<file path="config.mk">
export PLATFORM = sky130hd
export DESIGN_NAME = ook_burst_tx
export DESIGN_NICKNAME = d
export VERILOG_FILES = /design/src/rtl/ook_burst_tx.sv
export SDC_FILE = /design/constraint.sdc
export NUM_CORES = 1
export LEC_CHECK = 0
export BUFFER_PORTS_ARGS = -buffer_cell sky130_fd_sc_hd__buf_2
export CAP_MARGIN = 20
export CORE_MARGIN = 2
export CORE_UTILIZATION = 62
export DETAILED_ROUTE_END_ITERATION = 6
export PLACE_DENSITY = 0.84
export SETUP_SLACK_MARGIN = 0.02
export SLEW_MARGIN = 30
export SYNTH_ARGS = -nofsm -noshare
export SYNTH_HDL_FRONTEND = slang
export SYNTH_SLANG_ARGS = --single-unit
</file>
<file path="constraint.sdc">
create_clock -name clk -period 9.01 [get_ports clk]
set_input_delay 1.802 -clock clk [delete_from_list [all_inputs] [get_ports clk]]
set_output_delay 1.802 -clock clk [all_outputs]
set_load 0.03 [all_outputs]
</file>
<file path="src/rtl/ook_burst_tx.sv">
module ook_burst_tx #(
  parameter int PHASE_W    = 16,
  parameter int RAMP_STEPS = 16
) (
  input  logic                clk,
  input  logic                rst_n,
  input  logic                data_n,
  input  logic                power_down,
  input  logic [PHASE_W-1:0]  tuning,
  output logic signed [7:0]   sample_out,
  output logic                out_en
);
  localparam int SAMPLE_W = 8;
  localparam int IDX_W    = 6;
  localparam int LVL_W    = $clog2(RAMP_STEPS) + 1;
  localparam int SHIFT    = $clog2(RAMP_STEPS);
  localparam int PROD_W   = SAMPLE_W + LVL_W + 1;

  logic [PHASE_W-1:0] phase_q;
  logic [LVL_W-1:0]   level_q;

  always_ff @(posedge clk or negedge rst_n) begin
    if (!rst_n)          phase_q <= '0;
    else if (power_down) phase_q <= '0;
    else                 phase_q <= phase_q + tuning;
  end

  always_ff @(posedge clk or negedge rst_n) begin
    if (!rst_n)          level_q <= '0;
    else if (power_down) level_q <= '0;
    else if (!data_n) begin
      if (level_q != LVL_W'(RAMP_STEPS)) level_q <= level_q + 1'b1;
    end else if (level_q != '0) level_q <= level_q - 1'b1;
  end

  function automatic logic [6:0] quarter(input logic [4:0] k);
    case (k)
      5'd0:  quarter = 7'd0;
      5'd1:  quarter = 7'd12;
      5'd2:  quarter = 7'd25;
      5'd3:  quarter = 7'd37;
      5'd4:  quarter = 7'd49;
      5'd5:  quarter = 7'd60;
      5'd6:  quarter = 7'd71;
      5'd7:  quarter = 7'd81;
      5'd8:  quarter = 7'd90;
      5'd9:  quarter = 7'd98;
      5'd10: quarter = 7'd106;
      5'd11: quarter = 7'd112;
      5'd12: quarter = 7'd117;
      5'd13: quarter = 7'd122;
      5'd14: quarter = 7'd125;
      5'd15: quarter = 7'd126;
      default: quarter = 7'd127;
    endcase
  endfunction

  logic [IDX_W-1:0]           idx;
  logic [4:0]                 qk;
  logic [6:0]                 mag;
  logic signed [SAMPLE_W-1:0] wave;
  logic signed [PROD_W-1:0]   prod;

  assign idx  = phase_q[PHASE_W-1 -: IDX_W];
  assign qk   = idx[4] ? (5'd16 - {1'b0, idx[3:0]}) : {1'b0, idx[3:0]};
  assign mag  = quarter(qk);
  assign wave = idx[5] ? -$signed({1'b0, mag}) : $signed({1'b0, mag});
  assign prod = wave * $signed({1'b0, level_q});

  assign sample_out = SAMPLE_W'(prod >>> SHIFT);
  assign out_en     = (level_q != '0);
endmodule

</file>
==> results.txt <==
----------------------------------------------------
[Setup path]
  Worst setup EP type ... output port
  Max stage delay cell, worst path ... dfrtp_1
  Worst setup path end ... sample_out[7]
  Endpoint of the most critical register-to-register path ... phase_q[8]$_DFF_PN0_
  Category of the critical setup timing path ... reg2out
  Cell depth of the worst flop-to-flop path ... 9
  Maximum fanout encountered on the critical timing path ... 6
  Startpoint class of the critical path ... register
  Cell with the most instances on the worst path ... inv_1
  Setup crit start ... phase_q[11]$_DFF_PN0_
  Largest stage delay on the critical path ... ~0.53 ns
  Critical path data required time ... 7.21 ns
  Critical R2R Launch ... phase_q[0]$_DFF_PN0_
  WP data arrival ... between 6 and 7 ns
  Minimum setup slack among reg-to-reg paths ... around 6.3 ns

[Clock network]
  Number of buffers created by CTS ... 3
  Number of buffers inserted for hold repair after clock tree synthesis ... 0
  Number of H-tree levels ... 1
  Root Buffer Master ... clkbuf_8
  Bufs on Longest Clock Path ... 2
  Clock-pin transition on the worst setup and hold timing paths ... 0.08 ns
  CTS tree ... done
  Worst-skew pair later-pin latency ... 0.26 ns
  Number of clock sinks seen by CTS ... 21

[Final layout]
  Antenna Diode Count ... 0
  Area growth from synthesis to final layout ... 7.62%
  Share of layout cells above drive strength 1 ... about an eighth
  Final net count ... 502
  Commonest cells after routing, fill and taps aside ... 44 x inv_1, 41 x ha_1, 29 x nor2_1, 28 x and2_1, 28 x buf_2
  Fillcell total ... 435
  Leading cell type in the layout, fill and taps excluded ... inv_1

[Synth]
  Synth area leader ... dfrtp_1
  Number of synthesized flops with an enable pin ... 0
  Area fraction of the dominant cell type after synthesis ... 15.4%
  Cell count after synthesis ... 392
  Register bit count reported by yosys ... 21
  Mean area per synthesized cell ... 8.72 um^2
  Net count of the mapped netlist ... 477
  Async set-reset flop share out of synthesis ... 100%
  Yosys warning total ... 0
  Cell area after technology mapping ... 3420 um^2
  Seq/Total Area, Yosys ... ~15%
  Cells taking the most area after synthesis ... dfrtp_1 15%, ha_1 15%, fa_1 14%
  Distinct cells, synth ... 56
  Top_reg_cell synth ... dfrtp_1

[Detailed routing]
  Violation count after the first detailed-route iteration ... 143
  Length of the first detailed-routing pass in iterations ... 5
  # DRC ... 0
  Mean number of vias per cell ... ~5.9
  Total wire length after detailed routing ... 6.74 mm
  DRT antenna net count ... 0
  DR vias ... 2869
  WL/cell ... 13.8 um

[Floorplanning]
  Core area ... 5410 um^2
  Vertical die dimension ... 78.2 um
  Total die area ... 6120 um^2
  Starting density of the core ... 63.2%
  Horizontal die dimension ... 78.2 um
  Number of top-level pins ... 29
  Rows ... 27

[STA]
  Post-route setup TNS ... 0 ns
  Endpoints failing setup ... 0
  Count of final max-slew check failures ... 0
  Unrepaired setup endpoints after global routing ... false
  Worst-Margin Slew ... between 0.7 and 0.8 ns
  Endpoints failing hold ... 0
  Portion of the clock cycle consumed by the worst path in the final layout ... 93.2%
  Max-slew headroom at the worst pin ... 47.7%
  Highest achievable clock rate ... about 120 MHz
  Post-layout minimum cycle time ... roughly 8.4 ns
  Fin Clk Skew ... 0.00728 ns

[Placement]
  Detail Placement HPWL ... 5.28 mm
  Port bufs ... 28
  Placer congestion estimate ... roughly 0.87

[Global routing]
  Largest net degree at the start of global routing ... 25
  Antenna violations before repair ... 0
  Wire length of the first global-routing pass ... 12.0 mm
  Gr ovfl total ... 0
  Via count of the first global-routing pass ... approximately 2800
  GRT Resource Usage Total ... about a quarter

[Run status]
  Run status ... finished clean

[Worst hold path]
  Path type of the worst min-delay path ... reg2reg

[Job]
  Max-capacitance violation count ... 0

----------------------------------------------------
[through the flow]
stage               std cells  worst slack, ns  hold slack, ns  util, %  instance area (um^2)
CTS                       484            0.141           0.603     67.1                  3630
detailed placement        480            0.470           0.582     66.3                  3580
global route              488           0.0683           0.664     68.0                  3680
floorplan                 392             1.01           0.550        -                  3420
finish                    488            0.611           0.594     68.0                  3680
global placement          480            0.792           0.566     66.3                  3580
[what timing repair did]
action	in CTS	in global routing
setup endpoints to repair	0	4
resized for setup	0	4
setup buffers	0	4
[Yosys cell counts (all sizes together), types with 3 or more instances]
library cell  number
inv               44
ha                41
and2              29
nor2              29
fa                24
xnor2             22
a21oi             21
dfrtp             21
nand2             15
xor2              14
o21ai             13
a21o              11
nor3              11
and3               9
mux2i              7
nand2b             7
buf                6
clkbuf             6
a211oi             5
nand3              5
nor2b              5
nor4               5
a31oi              4
o211ai             3
o21bai             3
o31ai              3
o41ai              3
[sequential cells by signal, indices dropped and copies added, names as in the netlist]
register / cells
level_q: 5
phase_q: 16
[worst min path at each step]
stage / cells after the start / startpoint / to / slack, ns
2_1_floorplan: 2 / phase_q[0]$_DFF_PN0_ / phase_q[0]$_DFF_PN0_ / 0.55
3_3_place_gp: 2 / phase_q[0]$_DFF_PN0_ / phase_q[0]$_DFF_PN0_ / 0.57
6_report: 2 / phase_q[0]$_DFF_PN0_ / phase_q[0]$_DFF_PN0_ / 0.59
3_5_place_dp: 2 / phase_q[0]$_DFF_PN0_ / phase_q[0]$_DFF_PN0_ / 0.58
5_1_grt: 2 / phase_q[0]$_DFF_PN0_ / phase_q[0]$_DFF_PN0_ / 0.66
4_1_cts: 2 / phase_q[0]$_DFF_PN0_ / phase_q[0]$_DFF_PN0_ / 0.60
[routing by layer]
metal  part of all wire (%)  track usage [%]
met1                     46             32.7
met2                     49             40.5
met3                    3.6             2.76
met4                    1.4             5.61
met5                      0                0
[cell families (layout without fill, tap and decap cells)]
group                      after synthesis  after routing  share of synthesized area (%)
AOI/OAI and AO/OA                       78             78                           16.0
xor gates and xnor gates                36             36                           9.23
adders and majority gates               65             65                           29.1
buffers and inverters                   56             80                           6.77
DFF                                     21             21                           15.4
muxes                                    9              9                           2.71
and+or+nand+nor                        127            127                           20.8
[layout make-up]
class,instances,area [um^2],area share (%)
inverter,44,165,4.49
sequential,21,527,14.3
clock buffer,4,45.0,1.22
multi-input combinational,315,2680,72.9
timing repair buffer,32,170,4.63
tap,72,90.1,2.45
[critical path: cells and delay by family, from the launching register on]
kind	cells	cell delay, ns
flip-flops	1	0.53
multiplexers	2	0.40
AO/OA/AOI/OAI	6	1.31
XOR/XNOR	3	0.58
adder cells (fa/ha/maj)	7	2.50
AND/OR/NAND/NOR	2	0.26
buffers and inverters	7	0.75
Power is not shown: default switching activity piles up to over one toggle a cycle in this logic, so the estimate is an artifact.
